===== src/rtl/pstate_wd_pkg.sv =====
package pstate_wd_pkg;
  typedef enum logic [1:0] {
    ST_IDLE,
    ST_CLEAR,
    ST_SELECT,
    ST_POLL
  } wd_state_e;
endpackage


===== src/rtl/pstate_tick_gen.sv =====
module pstate_tick_gen #(
  parameter int TICK_DIV = 200
) (
  input  logic clk,
  input  logic rst,
  input  logic restart,
  input  logic run,
  output logic tick
);
  localparam int DW = (TICK_DIV > 2) ? $clog2(TICK_DIV) : 1;
  localparam logic [DW-1:0] LAST = DW'(TICK_DIV - 1);

  logic [DW-1:0] cnt_q;

  always_ff @(posedge clk) begin
    if (rst || restart) begin
      cnt_q <= '0;
    end else if (run) begin
      cnt_q <= (cnt_q == LAST) ? '0 : cnt_q + 1'b1;
    end
  end

  assign tick = run && (cnt_q == LAST);
endmodule


===== src/rtl/pstate_max_track.sv =====
module pstate_max_track #(
  parameter int CNT_W = 8
) (
  input  logic             clk,
  input  logic             rst,
  input  logic             upd,
  input  logic [CNT_W-1:0] cur,
  output logic [CNT_W-1:0] max_o
);
  always_ff @(posedge clk) begin
    if (rst) begin
      max_o <= '0;
    end else if (upd && (cur > max_o)) begin
      max_o <= cur;
    end
  end
endmodule


===== src/rtl/pstate_force_ovr.sv =====
module pstate_force_ovr (
  input  logic clk,
  input  logic rst,
  input  logic set,
  input  logic clr,
  output logic en_o,
  output logic val_o
);
  always_ff @(posedge clk) begin
    if (rst || clr) begin
      en_o  <= 1'b0;
      val_o <= 1'b0;
    end else if (set) begin
      en_o  <= 1'b1;
      val_o <= 1'b1;
    end
  end
endmodule


===== src/rtl/pstate_watchdog.sv =====
module pstate_watchdog #(
  parameter int TICK_DIV   = 200,
  parameter int MAX_TICKS  = 200,
  parameter int LATE_TICKS = 40,
  parameter int READY_BIT  = 30,
  parameter int DATA_W     = 32,
  parameter int IDX_W      = 4,
  parameter logic [IDX_W-1:0] IDX_BASE = 'h7,
  parameter logic [IDX_W-1:0] IDX_ALT  = 'hB,
  localparam int CNT_W = $clog2(MAX_TICKS)
) (
  input  logic              clk,
  input  logic              rst,
  input  logic              start_i,
  input  logic              rev_sel_i,
  input  logic [DATA_W-1:0] status_i,
  output logic [IDX_W-1:0]  dbg_idx_o,
  output logic              dbg_idx_we_o,
  output logic              busy_o,
  output logic              done_o,
  output logic              pass_o,
  output logic              late_o,
  output logic [CNT_W-1:0]  wait_ticks_o,
  output logic [DATA_W-1:0] result_word_o,
  output logic [CNT_W-1:0]  max_wait_o,
  output logic              force_en_o,
  output logic              force_val_o
);
  import pstate_wd_pkg::*;

  localparam logic [CNT_W-1:0] LAST_C = CNT_W'(MAX_TICKS - 1);
  localparam logic [CNT_W-1:0] LATE_C = CNT_W'(LATE_TICKS);

  wd_state_e        state_q;
  logic [CNT_W-1:0] ticks_q;
  logic             tick;
  logic             ready;
  logic             miss;
  logic             expire;

  assign ready  = status_i[READY_BIT];
  assign miss   = (state_q == ST_POLL) && tick && !ready;
  assign expire = miss && (ticks_q == LAST_C);

  pstate_tick_gen #(.TICK_DIV(TICK_DIV)) u_tick (
    .clk     (clk),
    .rst     (rst),
    .restart (state_q == ST_SELECT),
    .run     (state_q == ST_POLL),
    .tick    (tick)
  );

  pstate_max_track #(.CNT_W(CNT_W)) u_max (
    .clk   (clk),
    .rst   (rst),
    .upd   (miss),
    .cur   (ticks_q),
    .max_o (max_wait_o)
  );

  pstate_force_ovr u_ovr (
    .clk   (clk),
    .rst   (rst),
    .set   (expire),
    .clr   (state_q == ST_CLEAR),
    .en_o  (force_en_o),
    .val_o (force_val_o)
  );

  always_ff @(posedge clk) begin
    if (rst) begin
      state_q       <= ST_IDLE;
      ticks_q       <= '0;
      dbg_idx_o     <= '0;
      dbg_idx_we_o  <= 1'b0;
      busy_o        <= 1'b0;
      done_o        <= 1'b0;
      pass_o        <= 1'b0;
      late_o        <= 1'b0;
      wait_ticks_o  <= '0;
      result_word_o <= '0;
    end else begin
      done_o       <= 1'b0;
      dbg_idx_we_o <= 1'b0;
      case (state_q)
        ST_IDLE: begin
          if (start_i) begin
            state_q       <= ST_CLEAR;
            busy_o        <= 1'b1;
            pass_o        <= 1'b0;
            late_o        <= 1'b0;
            wait_ticks_o  <= '0;
            result_word_o <= '0;
          end
        end
        ST_CLEAR: state_q <= ST_SELECT;
        ST_SELECT: begin
          dbg_idx_o    <= rev_sel_i ? IDX_ALT : IDX_BASE;
          dbg_idx_we_o <= 1'b1;
          ticks_q      <= '0;
          state_q      <= ST_POLL;
        end
        ST_POLL: begin
          if (tick) begin
            if (ready || (ticks_q == LAST_C)) begin
              done_o        <= 1'b1;
              pass_o        <= ready;
              late_o        <= ready && (ticks_q > LATE_C);
              wait_ticks_o  <= ticks_q;
              result_word_o <= status_i;
              busy_o        <= 1'b0;
              state_q       <= ST_IDLE;
            end else begin
              ticks_q <= ticks_q + 1'b1;
            end
          end
        end
        default: state_q <= ST_IDLE;
      endcase
    end
  end
endmodule


===== config.mk =====
export PLATFORM = sky130hd
export DESIGN_NAME = pstate_watchdog
export DESIGN_NICKNAME = d
export VERILOG_FILES = /design/src/rtl/pstate_wd_pkg.sv /design/src/rtl/pstate_tick_gen.sv /design/src/rtl/pstate_max_track.sv /design/src/rtl/pstate_force_ovr.sv /design/src/rtl/pstate_watchdog.sv
export SDC_FILE = /design/constraint.sdc
export NUM_CORES = 1
export LEC_CHECK = 0
export BUFFER_PORTS_ARGS = -buffer_cell sky130_fd_sc_hd__buf_2
export CAP_MARGIN = 20
export CORE_ASPECT_RATIO = 0.5
export CORE_MARGIN = 5
export CORE_UTILIZATION = 54
export DETAILED_ROUTE_END_ITERATION = 6
export GPL_TIMING_DRIVEN = 0
export PLACE_DENSITY = 0.84
export RECOVER_POWER = 100
export SYNTH_ARGS = -nofsm -noshare
export SYNTH_HDL_FRONTEND = slang
export SYNTH_SLANG_ARGS = --single-unit

===== constraint.sdc =====
create_clock -name clk -period 6.1 [get_ports clk]
set_input_delay 0.61 -clock clk [delete_from_list [all_inputs] [get_ports clk]]
set_output_delay 0.61 -clock clk [all_outputs]
set_load 0.02 [all_outputs]

**Word-level counts from Yosys, hierarchy flattened**

Cells that the tools add are included.

- Add/subtract/negate cells: 2
- Order comparisons: 2
- Equal/unequal tests: 9
- Muxes and demuxes: 30
- Bitwise logic cells: 2
- Reduce and logical (&&, ||, !) cells: 17

Operators by type and width:

| cell | number |
|---|---|
| two-way mux 32 bit | 3 |
| case mux 32 bit (2 select lines) | 1 |
| two-way mux 8 bit | 6 |
| case mux 8 bit (2 select lines) | 2 |
| adder 8 x 1 -> 8 bit (second input constant) | 2 |
| == test 8 bit (second input constant) | 2 |
| two-way mux 1 bit | 10 |
| > comparator 8 x 6 -> 1 bit (second input constant) | 1 |
| > comparator 8 bit | 1 |
| != test 2 bit (second input constant) | 4 |
| case mux 2 bit (4 select lines) | 1 |
| logical AND 1 bit | 6 |
| two-way mux 2 bit | 3 |
| case mux 1 bit (2 select lines) | 3 |
| AND reduction 3 bit | 2 |
| == test 2 bit (second input constant) | 2 |
| two-way mux 4 bit | 1 |
| AND reduction 4 bit | 1 |
| nonzero test 2 bit | 2 |
| logical OR 1 bit | 3 |
| OR reduction 3 bit | 1 |
| == test 2 x 1 -> 1 bit (second input constant) | 1 |
| zero test 2 bit | 1 |
| inverter 1 bit | 2 |
| zero test 1 bit | 1 |

- Flip-flop bits (word level): 76
- Input port bits: 36

**Longest topological paths before layout**

- Word-level depth: 5
- Mapped depth: 8
- Gate-level depth less buffers: 7

**By module**

Synthesis repeated with hierarchy kept, for this count alone.

- Cells, all modules: 303
- Area total of the unflattened synthesis: 3173.0 um^2

By module, submodules not included:

| module | times used | cells each | area each (um^2) | sequential area each (um^2) |
|---|---|---|---|---|
| pstate_watchdog | 1 | 198 | 2199.6 | 1141.1 |
| pstate_max_track | 1 | 62 | 560.5 | 160.2 |
| pstate_tick_gen | 1 | 39 | 371.6 | 160.2 |
| pstate_force_ovr | 1 | 4 | 41.3 | 20.0 |

**Worst setup path after synthesis**

OpenSTA, ideal clock, no wires.

- Path type: register -> register
- Start: register u_max.max_o[7]
- End: register u_max.max_o[0]
- Setup time: 0.072 ns
- Arrival: 1.940 ns
- Required time: 6.028 ns
- Path slack: 4.088 ns
- Cell stages (with the launch flop): 7
- Buffers on the path: 0
- Period minus slack after synthesis: 2.012 ns
- Path through: dfxtp_1 > inv_1 > ha_1 > nand4_1 > o21bai_1 > a2111oi_4 > mux2i_1

- Cells in the longest elaborated chain, start to end: 2

Ends and longest elaborated chain:

| element | line | RTL |
|---|---|---|
| start: declaration | pstate_max_track.sv:8 | `output logic [CNT_W-1:0] max_o` |
| start signal: assignment | pstate_max_track.sv:14 | `max_o <= cur;` |
| > comparator 8 bit | pstate_max_track.sv:13 | `end else if (upd && (cur > max_o)) begin` |
| logical AND 1 bit | pstate_max_track.sv:13 |  |

Every way passes these cells.
A chain may end at the register's enable or synchronous reset.

**Worst setup path after layout**

- Start: register state_q[0]
- End: register result_word_o[8]

- Cells in the longest elaborated chain, start to end: 4
- Elaborated cells between the ends (all ways): 9
- Those cells by class: eq/ne (4); mux (1); reduce/logical (4)

Ends and longest elaborated chain:

| element | line | RTL |
|---|---|---|
| start: declaration | pstate_watchdog.sv:34 | `wd_state_e state_q;` |
| start signal: assignment | pstate_watchdog.sv:72 | `state_q <= ST_IDLE;` |
| start signal: assignment | pstate_watchdog.sv:88 | `state_q <= ST_CLEAR;` |
| start signal: assignment | pstate_watchdog.sv:96 | `ST_CLEAR: state_q <= ST_SELECT;` |
| == test 2 bit | pstate_watchdog.sv:49, pstate_watchdog.sv:85 |  |
| logical AND 1 bit | pstate_tick_gen.sv:23 | `assign tick = run && (cnt_q == LAST);` |
| != test 2 bit (no line) | - |  |
| AND reduction 4 bit (no line) | - |  |
| end signal: assignment | pstate_watchdog.sv:110 | `result_word_o <= status_i;` |
| end: declaration | pstate_watchdog.sv:24 | `output logic [DATA_W-1:0] result_word_o,` |

Several ways; a longest one is shown, not always the timed one.

==> results.json <==
{
  "r2r_slack_ns": 3.30,
  "instances_no_fill": 481,
  "critPathSlowestCell": "a21oi_1",
  "dieArea_mm2": 0.00736,
  "async_flop_share": 0,
  "die_h_um": 63.2,
  "rsz0062_at_grt": "false",
  "pre_cts_slack_ns": 3.72,
  "antenna_found_initial": 0,
  "worstPathCellList": "ha_1 -> clkbuf_1 -> inv_1 -> a21oi_1 -> nor2_1 -> a21oi_1 -> clkbuf_1 -> a22o_1",
  "rr_endpoint": "result_word_o[8]$_SDFFE_PP0P_",
  "grt_max_degree": 13,
  "drv_slew": 0,
  "hold_violations": 0,
  "synth_xor_area_frac": 0.0229,
  "netlist_instances": 299,
  "relSlewSlack": 0.471,
  "num_antenna_cells": 0,
  "synthAdderAreaFrac": 0.0613,
  "synth_compound_area_frac": 0.195,
  "grt_pass1_wl_um": 11700,
  "h-tree-depth": 3,
  "remaining_drc_errors": 0,
  "timing.rr.start": "state_q[0]$_SDFFE_PP0P_",
  "cts_tree": "yes",
  "crit_path_end_kind": "flop",
  "drive_gt1_frac": 0.154,
  "worst_slack_ns": 3.30,
  "syn_to_final_growth_pct": 24.9,
  "p_sw_uw": 326,
  "clockBufferDepth": 2,
  "placed_cells": 466,
  "drv_cap": 0,
  "clock_sinks": 74,
  "ys_warn_count": 0,
  "ios": 95,
  "worstSetupStartpointType": "flop",
  "fmax_mhz": 357,
  "coreArea_mm2": 0.00549,
  "insertion_delay_ns": 0.32,
  "layout_common_cells": "dfxtp_1, clkbuf_1, a22o_1",
  "cts_inserted_buffers": 9,
  "wirelength_um": 7160,
  "crit_end": "result_word_o[8]$_SDFFE_PP0P_",
  "period_needed_ns": 2.80,
  "io_buffers": 94,
  "n_fill_cell": 445,
  "start_util": 0.557,
  "dpl.hpwl_um": 5450,
  "required_ns": 6.36,
  "drt_iter0_drc": 171,
  "ctsResizeCount": 0,
  "clkPwrFrac": 0.420,
  "p_sw_frac": 0.269,
  "cp_max_fo": 10,
  "final_util": 0.696,
  "criticalPathCategory": "flop to flop",
  "synth_top_family_by_area": "compound AO/OA/AOI/OAI gates",
  "grt-ovfl-total": 0,
  "p_int_uw": 886,
  "p_leak_nw": 1.51,
  "crit_path_max_incr_delay_ns": 0.46,
  "seq_power_share": 0.426,
  "yosysSeqAreaShare": 0.484,
  "synth_top_cell_by_area": "dfxtp_1",
  "multi_input_area_mm2": 0.00142,
  "vias": 2607,
  "grt_pass1_vias": 2592,
  "powerDensity_mw_per_mm2": 317,
  "die_w_um": 116,
  "synth_ff_type": "dfxtp_1",
  "postRouteAntennaNets": 0,
  "fin_hold_ws_ns": 0.479,
  "hold_buffers": 0,
  "netlist_top_cells_area": "dfxtp_1, a22o_1, ha_1, nand2b_1, nor2_1",
  "final_common_cell": "dfxtp_1",
  "routed_via_density": 5.42,
  "synth_cell_type_count": 40,
  "nNetsFinal": 455,
  "critPathLaunch": "state_q[0]$_SDFFE_PP0P_",
  "synthMuxAreaShare": 0.0364,
  "combPwrFrac": 0.154,
  "grt_use_total": 0.197,
  "reg2reg_depth": 8,
  "ir_worst_vdd_mv": 0.170,
  "syn_nets": 350,
  "synth-seq-cells": 74,
  "netlist_area_mm2": 0.00306,
  "wl_per_cell_um": 14.9,
  "worst_slew_pin_slew_ns": 0.793,
  "fin_crit_sh": 0.460,
  "clkSlewWorstSetupHoldPaths_ns": 0.06,
  "synth-simple-area-share": 0.152,
  "gp_congestion": 0.877,
  "seq_area_mm2": 0.00148,
  "yosysTopAreaCellShare": 0.484,
  "cts_setup_buffers": 0,
  "setup_viol": 0,
  "critPathArrivalTime_ns": 3.06,
  "dr.pass1.iters": 4,
  "cts-root-buf": "clkbuf_16",
  "synth_area_per_cell_um2": 10.2,
  "fin_tns_setup_ns": 0,
  "hp-class": "flop to flop",
  "status": "completed",
  "synth_edf_count": 0,
  "num_rows": 19,
  "skew_ns": 0.00320
}
-- worst min path at each step --
stage	startpoint	end	depth (start not counted)
after floorplan	u_tick.cnt_q[7]$_SDFFE_PP0P_	u_tick.cnt_q[7]$_SDFFE_PP0P_	2
after global placement	late_o$_SDFFE_PP0P_	late_o$_SDFFE_PP0P_	1
after detailed placement	result_word_o[2]$_SDFFE_PP0P_	result_word_o[2]$_SDFFE_PP0P_	1
after CTS	result_word_o[21]$_SDFFE_PP0P_	result_word_o[21]$_SDFFE_PP0P_	1
after global routing	rev_sel_i	dbg_idx_o[2]$_SDFFE_PP0P_	2
final	wait_ticks_o[0]$_SDFFE_PP0P_	wait_ticks_o[0]$_SDFFE_PP0P_	1
-- metal layers --
metal  up-vias  part of all wire  global-route usage
met5         -                 0                   0
li1       1283                 -                   -
met3         6             0.085              0.0535
met2        97              0.48               0.345
met1      1221              0.43               0.238
met4         0            0.0099              0.0521
-- per-stage QoR --
stage	total power, mW	area [um2]
after floorplan	0.658	3060
after global placement	0.709	3620
after detailed placement	0.719	3620
after CTS	1.23	3920
after global routing	1.27	3820
final	1.21	3820
-- critical path: cells and delay by family (launching register included) --
kind	cells	cell delay [ns]
adders and majority gates	1	0.15
and+or+nand+nor	1	0.10
buffers and inverters	3	0.99
AOI/OAI and AO/OA	3	1.13
DFF	1	0.37
-- cells by family (layout without fill, tap and decap cells) --
| family | Yosys count | after routing |
|---|---|---|
| compound gates | 73 | 73 |
| mux | 11 | 11 |
| buf+inv | 32 | 141 |
| fa+ha+maj | 15 | 15 |
| flops | 74 | 74 |
| simple gates | 86 | 86 |
| xor+xnor | 8 | 8 |
-- synthesized netlist by cell type, types with 2 or more instances --
master    count
dfxtp_1      74
a22o_1       40
nor2_1       27
nand2b_1     21
ha_1         15
inv_1        13
a21oi_1      11
nand2_1      11
mux2i_1      10
buf_2         9
nor3_1        6
a211oi_1      5
clkbuf_1      5
nand4_1       5
buf_4         4
nand3_1       4
xnor2_1       4
xor2_1        4
a21o_1        3
o21ai_0       3
a211o_1       2
a22oi_1       2
and3_1        2
o31ai_1       2
or4_1         2
-- power groups by stage --
stage | clock [mW] | sequential [mW] | combinational [mW]
after floorplan | 0 | 0.540 | 0.119
after global placement | 0 | 0.524 | 0.185
after detailed placement | 0 | 0.526 | 0.193
after CTS | 0.517 | 0.516 | 0.194
after global routing | 0.547 | 0.519 | 0.206
final | 0.509 | 0.516 | 0.187
-- layout make-up --
type | count | share of cell area
clock buffers | 10 | 0.0625
flip-flops and latches | 74 | 0.387
inverters | 13 | 0.0128
repair buffers | 94 | 0.103
clock inverters | 5 | 0.0144
multi-input cells | 193 | 0.371
well taps | 73 | 0.0239
plain buffers | 19 | 0.0242
-- state kept, by name, indices dropped and copies added (netlist names) --
name	cells
u_tick.cnt_q	8
dbg_idx_we_o	1
u_max.max_o	8
late_o	1
busy_o	1
dbg_idx_o	3
result_word_o	31
u_ovr.val_o	1
pass_o	1
state_q	2
done_o	1
wait_ticks_o	8
ticks_q	8
Note: power is estimated with default switching activity, not from simulation.
